`config.mk`:
```
export PLATFORM = sky130hd
export DESIGN_NAME = mchk_unit
export DESIGN_NICKNAME = d
export VERILOG_FILES = /design/src/rtl/mchk_pkg.sv /design/src/rtl/mchk_ctrl.sv /design/src/rtl/mchk_datapath.sv /design/src/rtl/mchk_unit.sv
export SDC_FILE = /design/constraint.sdc
export NUM_CORES = 1
export LEC_CHECK = 0
export CELL_PAD_IN_SITES_DETAIL_PLACEMENT = 2
export CELL_PAD_IN_SITES_GLOBAL_PLACEMENT = 2
export CORE_ASPECT_RATIO = 1.75
export CORE_MARGIN = 2
export CORE_UTILIZATION = 23
export DETAILED_ROUTE_END_ITERATION = 10
export PLACE_DENSITY_LB_ADDON = 0.3
export REMOVE_ABC_BUFFERS = 1
export SYNTH_ARGS = -nofsm -noshare
export SYNTH_HDL_FRONTEND = slang
export SYNTH_HIERARCHICAL = 1
export SYNTH_SLANG_ARGS = --single-unit
```
`constraint.sdc`:
```
create_clock -name clk -period 3.4 [get_ports clk]
set_input_delay 0.68 -clock clk [delete_from_list [all_inputs] [get_ports clk]]
set_output_delay 0.68 -clock clk [all_outputs]
set_load 0.1 [all_outputs]
```
`src/rtl/mchk_pkg.sv`:
```
package mchk_pkg;
  localparam int ADDR_W = 32;
  localparam int MSR_W  = 32;

  localparam int BIT_MCHK_EN = 12;
  localparam int BIT_DEBUG   = 9;
  localparam int BIT_RECOV   = 1;

  // control bits forced to zero on entry (debug-enable handled separately)
  localparam logic [MSR_W-1:0] ENTRY_CLEAR = 32'h0606_F936;
  localparam logic [MSR_W-1:0] DEBUG_MASK  = 32'h0000_0200;

  typedef struct packed {
    logic entry;
    logic ret;
    logic swMsr;
    logic ldAddr;
  } mchkStrobe_t;
endpackage

```
`src/rtl/mchk_ctrl.sv`:
```
module mchk_ctrl
  import mchk_pkg::*;
#(
  parameter int ERR_W   = 4,
  parameter int ASYNC_W = 3
) (
  input  logic               clk,
  input  logic               rst,
  input  logic [ERR_W-1:0]   errReport,
  input  logic               nmi,
  input  logic [ASYNC_W-1:0] asyncIn,
  input  logic [ASYNC_W-1:0] synAsync,
  input  logic               msrMchkEn,
  input  logic               retStrobe,
  input  logic               msrWe,
  output mchkStrobe_t        strobe
);
  logic errHit;
  logic asyncHit;
  logic maskedHit;

  assign errHit    = |errReport;
  assign asyncHit  = |(asyncIn | synAsync);
  assign maskedHit = errHit | nmi;

  always_comb begin
    strobe        = '0;
    strobe.entry  = !rst && (maskedHit || (msrMchkEn && asyncHit));
    strobe.ret    = !rst && retStrobe && !strobe.entry;
    strobe.swMsr  = !rst && msrWe && !strobe.entry && !strobe.ret;
    strobe.ldAddr = strobe.entry && errHit;
  end

  // with the enable bit low, only unmaskable causes enter
  a_r2_async_gated: assert property (@(posedge clk) disable iff (rst)
    (!msrMchkEn && !maskedHit) |-> !strobe.entry);

  // error reports and NMI always enter
  a_r1_unmaskable: assert property (@(posedge clk) disable iff (rst)
    maskedHit |-> strobe.entry);

  // at most one state-word update per cycle
  a_r7_one_op: assert property (@(posedge clk) disable iff (rst)
    $onehot0({strobe.entry, strobe.ret, strobe.swMsr}));
endmodule

```
`src/rtl/mchk_datapath.sv`:
```
module mchk_datapath
  import mchk_pkg::*;
#(
  parameter int               ERR_W     = 4,
  parameter int               ASYNC_W   = 3,
  parameter logic [MSR_W-1:0] MSR_RESET = '0,
  localparam int              SYN_W     = ERR_W + 1 + ASYNC_W
) (
  input  logic               clk,
  input  logic               rst,
  input  mchkStrobe_t        strobe,
  input  logic [ERR_W-1:0]   errReport,
  input  logic [ADDR_W-1:0]  errAddr,
  input  logic               nmi,
  input  logic [ASYNC_W-1:0] asyncIn,
  input  logic [ADDR_W-1:0]  pcIn,
  input  logic [MSR_W-1:0]   msrWdata,
  input  logic               synClrWe,
  input  logic [SYN_W-1:0]   synClrMask,
  input  logic               deClearCfg,
  input  logic [ADDR_W-1:0]  vecPrefix,
  input  logic [ADDR_W-1:0]  vecOffset,
  output logic [ASYNC_W-1:0] synAsync,
  output logic               msrMchkEn,
  output logic               redirectValid,
  output logic [ADDR_W-1:0]  redirectPc,
  output logic [MSR_W-1:0]   msrOut,
  output logic [ADDR_W-1:0]  srr0Out,
  output logic [MSR_W-1:0]   srr1Out,
  output logic [SYN_W-1:0]   synOut,
  output logic [ADDR_W-1:0]  addrOut
);
  logic [MSR_W-1:0]  msrQ, srr1Q, entryMsr;
  logic [ADDR_W-1:0] srr0Q, addrQ, redPcQ, vector;
  logic [SYN_W-1:0]  synQ, synSet, synClr;
  logic              redValidQ;

  assign vector   = {vecPrefix[31:16], vecOffset[15:4], 4'b0000};
  assign synSet   = {asyncIn, nmi, errReport};
  assign synClr   = synClrWe ? synClrMask : '0;
  assign entryMsr = msrQ & ~ENTRY_CLEAR & ~(deClearCfg ? DEBUG_MASK : '0);

  always_ff @(posedge clk) begin
    if (rst) begin
      msrQ      <= MSR_RESET;
      srr0Q     <= '0;
      srr1Q     <= '0;
      synQ      <= '0;
      addrQ     <= '0;
      redValidQ <= 1'b0;
      redPcQ    <= '0;
    end else begin
      synQ      <= (synQ & ~synClr) | synSet;
      redValidQ <= strobe.entry || strobe.ret;
      if (strobe.entry) begin
        srr0Q  <= pcIn;
        srr1Q  <= msrQ;
        msrQ   <= entryMsr;
        redPcQ <= vector;
      end else if (strobe.ret) begin
        msrQ   <= srr1Q;
        redPcQ <= srr0Q;
      end else if (strobe.swMsr) begin
        msrQ   <= msrWdata;
      end
      if (strobe.ldAddr) addrQ <= errAddr;
    end
  end

  assign synAsync      = synQ[SYN_W-1:ERR_W+1];
  assign msrMchkEn     = msrQ[BIT_MCHK_EN];
  assign redirectValid = redValidQ;
  assign redirectPc    = redPcQ;
  assign msrOut        = msrQ;
  assign srr0Out       = srr0Q;
  assign srr1Out       = srr1Q;
  assign synOut        = synQ;
  assign addrOut       = addrQ;

  // hardware never drops a syndrome bit
  a_r5_sticky: assert property (@(posedge clk) disable iff (rst)
    !$past(synClrWe) |-> ((synQ & $past(synQ)) == $past(synQ)));

  // saved context matches the cycle of entry
  a_r3_saved: assert property (@(posedge clk) disable iff (rst)
    $past(strobe.entry) |-> (srr1Q == $past(msrQ)) && (srr0Q == $past(pcIn)));

  // enable and recoverable bits are low after entry
  a_r4_bits_low: assert property (@(posedge clk) disable iff (rst)
    $past(strobe.entry) |-> !msrQ[BIT_MCHK_EN] && !msrQ[BIT_RECOV]);

  // redirect to the handler vector
  a_r6_vector: assert property (@(posedge clk) disable iff (rst)
    $past(strobe.entry) |-> redValidQ && (redPcQ == $past(vector)));

  // return restores the saved context
  a_r7_restore: assert property (@(posedge clk) disable iff (rst)
    $past(strobe.ret) |-> (msrQ == $past(srr1Q)) && (redPcQ == $past(srr0Q)));

  // the address register holds unless an error report enters
  a_r10_addr_hold: assert property (@(posedge clk) disable iff (rst)
    !$past(strobe.ldAddr) |-> $stable(addrQ));
endmodule

```
`src/rtl/mchk_unit.sv`:
```
module mchk_unit
  import mchk_pkg::*;
#(
  parameter int               ERR_W     = 4,
  parameter int               ASYNC_W   = 3,
  parameter logic [MSR_W-1:0] MSR_RESET = '0,
  localparam int              SYN_W     = ERR_W + 1 + ASYNC_W
) (
  input  logic               clk,
  input  logic               rst,
  input  logic [ERR_W-1:0]   errReport,
  input  logic [31:0]        errAddr,
  input  logic               nmi,
  input  logic [ASYNC_W-1:0] asyncIn,
  input  logic [31:0]        pcIn,
  input  logic               retStrobe,
  input  logic               msrWe,
  input  logic [31:0]        msrWdata,
  input  logic               synClrWe,
  input  logic [SYN_W-1:0]   synClrMask,
  input  logic               deClearCfg,
  input  logic [31:0]        vecPrefix,
  input  logic [31:0]        vecOffset,
  output logic               redirectValid,
  output logic [31:0]        redirectPc,
  output logic [31:0]        msrOut,
  output logic [31:0]        srr0Out,
  output logic [31:0]        srr1Out,
  output logic [SYN_W-1:0]   synOut,
  output logic [31:0]        addrOut
);
  mchkStrobe_t        strobe;
  logic [ASYNC_W-1:0] synAsync;
  logic               msrMchkEn;

  mchk_ctrl #(.ERR_W(ERR_W), .ASYNC_W(ASYNC_W)) u_ctrl (
    .clk(clk), .rst(rst), .errReport(errReport), .nmi(nmi),
    .asyncIn(asyncIn), .synAsync(synAsync), .msrMchkEn(msrMchkEn),
    .retStrobe(retStrobe), .msrWe(msrWe), .strobe(strobe)
  );

  mchk_datapath #(.ERR_W(ERR_W), .ASYNC_W(ASYNC_W), .MSR_RESET(MSR_RESET)) u_dp (
    .clk(clk), .rst(rst), .strobe(strobe), .errReport(errReport),
    .errAddr(errAddr), .nmi(nmi), .asyncIn(asyncIn), .pcIn(pcIn),
    .msrWdata(msrWdata), .synClrWe(synClrWe), .synClrMask(synClrMask),
    .deClearCfg(deClearCfg), .vecPrefix(vecPrefix), .vecOffset(vecOffset),
    .synAsync(synAsync), .msrMchkEn(msrMchkEn),
    .redirectValid(redirectValid), .redirectPc(redirectPc),
    .msrOut(msrOut), .srr0Out(srr0Out), .srr1Out(srr1Out),
    .synOut(synOut), .addrOut(addrOut)
  );
endmodule

```
==> Implementation_results.wiki <==
{| class="wikitable"
! Metric !! Value
|-
| Post-DR vias/cell || 4.325
|-
| Post-synthesis adder-cell area fraction || 0
|-
| TritonCTS clock tree || yes
|-
| Flop pwr share || 0.403
|-
| LEAKAGE || 4.513 nW
|-
| Routed wire per std cell || 18.44 um
|-
| Detailed placer's ending HPWL || 18400 um
|-
| Total power || 5.215 mW
|-
| Run status || completed
|-
| Achievable clock frequency || 337.3 MHz
|-
| Hold bufs inserted after CTS || 0
|-
| Num ports || 351
|-
| Layout filler cell count || 3186
|-
| Antenna violations before repair || 0
|-
| GRT Residual Overflow || 0
|-
| Internal Power || 3.529 mW
|-
| Post-cts repair resize count || 0
|-
| Aggregate routed wire length || 24770 um
|-
| Buffer levels on the longest clock path || 2
|-
| Largest net degree at the start of global routing || 145
|-
| Setup Viol. Count Final || 0
|-
| Residual DRC || 0
|-
| Max-cap violations || 0
|-
| Max-slew violation count || 0
|-
| Clk Tree Root Cell || clkbuf_16
|-
| Via count of the first global-routing pass || 6599
|-
| Overall via count from detail_route || 5809
|-
| Vertical die dimension || 231.1 um
|-
| Remaining max-slew budget at the tightest pin || 0.3225
|-
| Worst endpoint data arrival time || 3.26 ns
|-
| Number of port buffers || 314
|-
| Setup repair bufs after CTS || 0
|-
| Part of the power in combinational logic || 0.217
|-
| Capturing element type of the critical path || flop
|-
| Final worst path period share || 0.8719
|-
| Proportion of synthesized area in mux cells || 0.3063
|-
| Total of flip-flops plus latches after synthesis || 169
|-
| Power density over the cells || 488.4 nW/um^2
|-
| Number of cell rows || 83
|-
| Synthesized-area fraction occupied by xor and xnor cells || 0
|-
| Req. time, crit path || 3.69 ns
|-
| Net count, final || 1129
|-
| Maximum VDD drop || 0.0003428 V
|-
| Total CTS buffers || 17
|-
| Final hold viol count || 0
|-
| Crit Path Max Fanout || 14
|-
| RSZ-0062 raised after global routing || no
|-
| Nature of the critical path startpoint || input pin
|-
| Fraction of final layout cells sized beyond drive strength 1 || 0.2448
|-
| Main combinational cell family by area after synthesis || multiplexers
|-
| Area Overhead vs Synth || 57.56%
|-
| Clock-pin slew of the registers on the worst-case setup and hold paths || 0.07 ns
|-
| Sequential cell area fraction in the yosys report || 0.4992
|-
| Initial Utilization || 0.2323
|-
| Mean instance size in the synthesized netlist || 10.56 sq um
|-
| Unique cell type count in the Yosys netlist || 24
|-
| Level count of the clock H-tree || 4
|-
| Worst min path class || flop to flop
|-
| Switch Pwr || 1.686 mW
|-
| Die ar. || 30910 sq um
|-
| Critical setup path kind || input pin to flop
|-
| Worst-Margin Slew || 1.013 ns
|-
| First-pass GRT wire length || 38260 um
|-
| Worst-skew pair later-pin latency || 0.44 ns
|-
| Area of the core region || 29180 sq um
|-
| Count of warnings emitted by yosys || 6
|-
| Synth Instances || 642
|-
| Placer Congestion || 0.7229
|-
| All-Layer GR Usage || 0.1626
|-
| Number of antenna-violating nets in the routed design || 0
|-
| Post-Synth Simple-Gate Area || 0.1087
|-
| Clock network fraction of design power || 0.380
|-
| Die width || 133.8 um
|-
| Share of the synthesized area in compound gates (AO/OA/AOI/OAI) || 0.03932
|-
| Clock skew || 0.005852 ns
|-
| Num Clock Sinks || 169
|-
| Drt initial violations || 164
|-
| First-pass iteration count of the detailed router || 4
|-
| Post-layout min period || 2.964 ns
|-
| Area of the mapped netlist || 6778 sq um
|-
| Switching part of the total power || 0.3233
|-
| Core Util, Final || 0.3659
|}
-- critical path: stages --
cell,delay (ns)
clkdlybuf4s50_1,0.45
or4_1,0.54
o31a_1,0.34
nor4b_4,0.31
buf_12,0.21
buf_12,0.16
mux2_2,0.34
mux2i_1,0.15
nor2_1,0.07
-- power by group through the flow --
stage / sequential [mW] / clock, mW / combinational, mW
2_1_floorplan: 2.69 / 0 / 0.211
3_3_place_gp: 2.14 / 0 / 1.13
3_5_place_dp: 2.15 / 0 / 1.14
4_1_cts: 2.10 / 2.06 / 1.15
5_1_grt: 2.11 / 2.15 / 1.18
6_report: 2.10 / 1.98 / 1.13
-- placed cells by master (no fill, tap or decap), types with 2 or more instances in the layout --
master	Yosys	final
a211oi_1	5	5
a211oi_2	12	12
a21oi_1	9	9
buf_12	0	8
buf_4	15	137
bufinv_16	0	2
clkbuf_16	0	17
clkdlybuf4s50_1	0	192
clkinv_2	0	3
clkinvlp_4	0	5
dfxtp_1	169	169
inv_6	0	3
mux2_1	2	2
mux2_2	41	41
mux2i_1	159	159
nand2_1	10	10
nor2_1	171	170
-- synthesized netlist by cell type --
cell	count	share of area
a211oi_1	5	0.0055
buf_6	6	0.010
a21oi_1	9	0.0066
nor2_1	171	0.095
mux2_2	41	0.068
o31a_1	1	0.0013
dfxtp_1	169	0.50
nand2_1	10	0.0055
o21ai_0	1	0.00074
o21ba_1	2	0.0030
nor2b_1	1	0.00092
buf_4	15	0.017
nor4b_2	1	0.0022
mux2_1	2	0.0033
a211oi_2	12	0.022
buf_2	15	0.011
nor3_1	2	0.0015
nor4_1	1	0.00092
nand2b_1	1	0.00092
clkbuf_1	13	0.0072
buf_1	3	0.0017
mux2i_1	159	0.23
or2_1	1	0.00092
or4_1	1	0.0011
-- path summary, 6_finish.rpt --
kind / from / to / slack, ns / cells past startpoint
hold / removal: u_dp/synOut[1]$_SDFF_PP0_ / u_dp/synOut[1]$_SDFF_PP0_ / 0.50 / 2
setup reg to reg: u_dp/synOut[5]$_SDFF_PP0_ / u_dp/redirectPc[4]$_SDFFE_PP0P_ / 0.80 / 8
setup / recovery: asyncIn[0] / u_dp/redirectPc[4]$_SDFFE_PP0P_ / 0.44 / 9
hold reg to reg: u_dp/synOut[1]$_SDFF_PP0_ / u_dp/synOut[1]$_SDFF_PP0_ / 0.50 / 2
-- metal layers --
layer  global-route usage  part of all wire  vias to the layer above
li1                     -                 -                     2777
met1               0.1481              0.33                     2855
met2               0.3372              0.61                      157
met3              0.03937             0.050                       20
met4              0.05652             0.016                        0
met5                    0                 0                        -
-- state kept, by name, indices dropped and copies added (netlist names) --
name and cells:
u_dp/msrOut 32, u_dp/redirectPc 32, u_dp/addrOut 32, u_dp/srr0Out 32, u_dp/synOut 8, u_dp/srr1Out 32, u_dp/redirectValid 1
-- final cells by class --
class	count	area [sq um]	share of cell area
Antenna cell	1	2.502	0.0002343
Multi-Input combinational cell	421	3107	0.2909
Tap cell	382	478.0	0.04476
Sequential cell	169	3383	0.3168
Clock inverter	14	147.6	0.01383
Clock buffer	18	439.2	0.04112
Timing Repair Buffer	338	3122	0.2923
-- through the flow --
stage | cell area [sq um] | hold WS [ns] | setup slack [ns] | setup TNS (ns) | cells
after global placement | 10090 | 0.4686 | 0.02926 | 0 | 1310
after floorplan | 6462 | 0.7446 | -4.171 | -338.61 | 590
final | 10680 | 0.5003 | 0.4356 | 0 | 1343
after detailed placement | 10090 | 0.4863 | -0.02416 | -0.07804 | 1310
after CTS | 10680 | 0.4897 | 0.4443 | 0 | 1342
after global routing | 10680 | 0.5073 | 0.3701 | 0 | 1342
-- kinds of logic (layout without fill, tap and decap cells) --
family                 count (synthesis)  after routing
other                                  0              1
and+or+nand+nor                      189            189
AOI/OAI and AO/OA                     30             30
DFF                                  169            169
muxes                                202            202
buffers and inverters                 52            370
No activity file was read; power rests on OpenSTA's default activity.
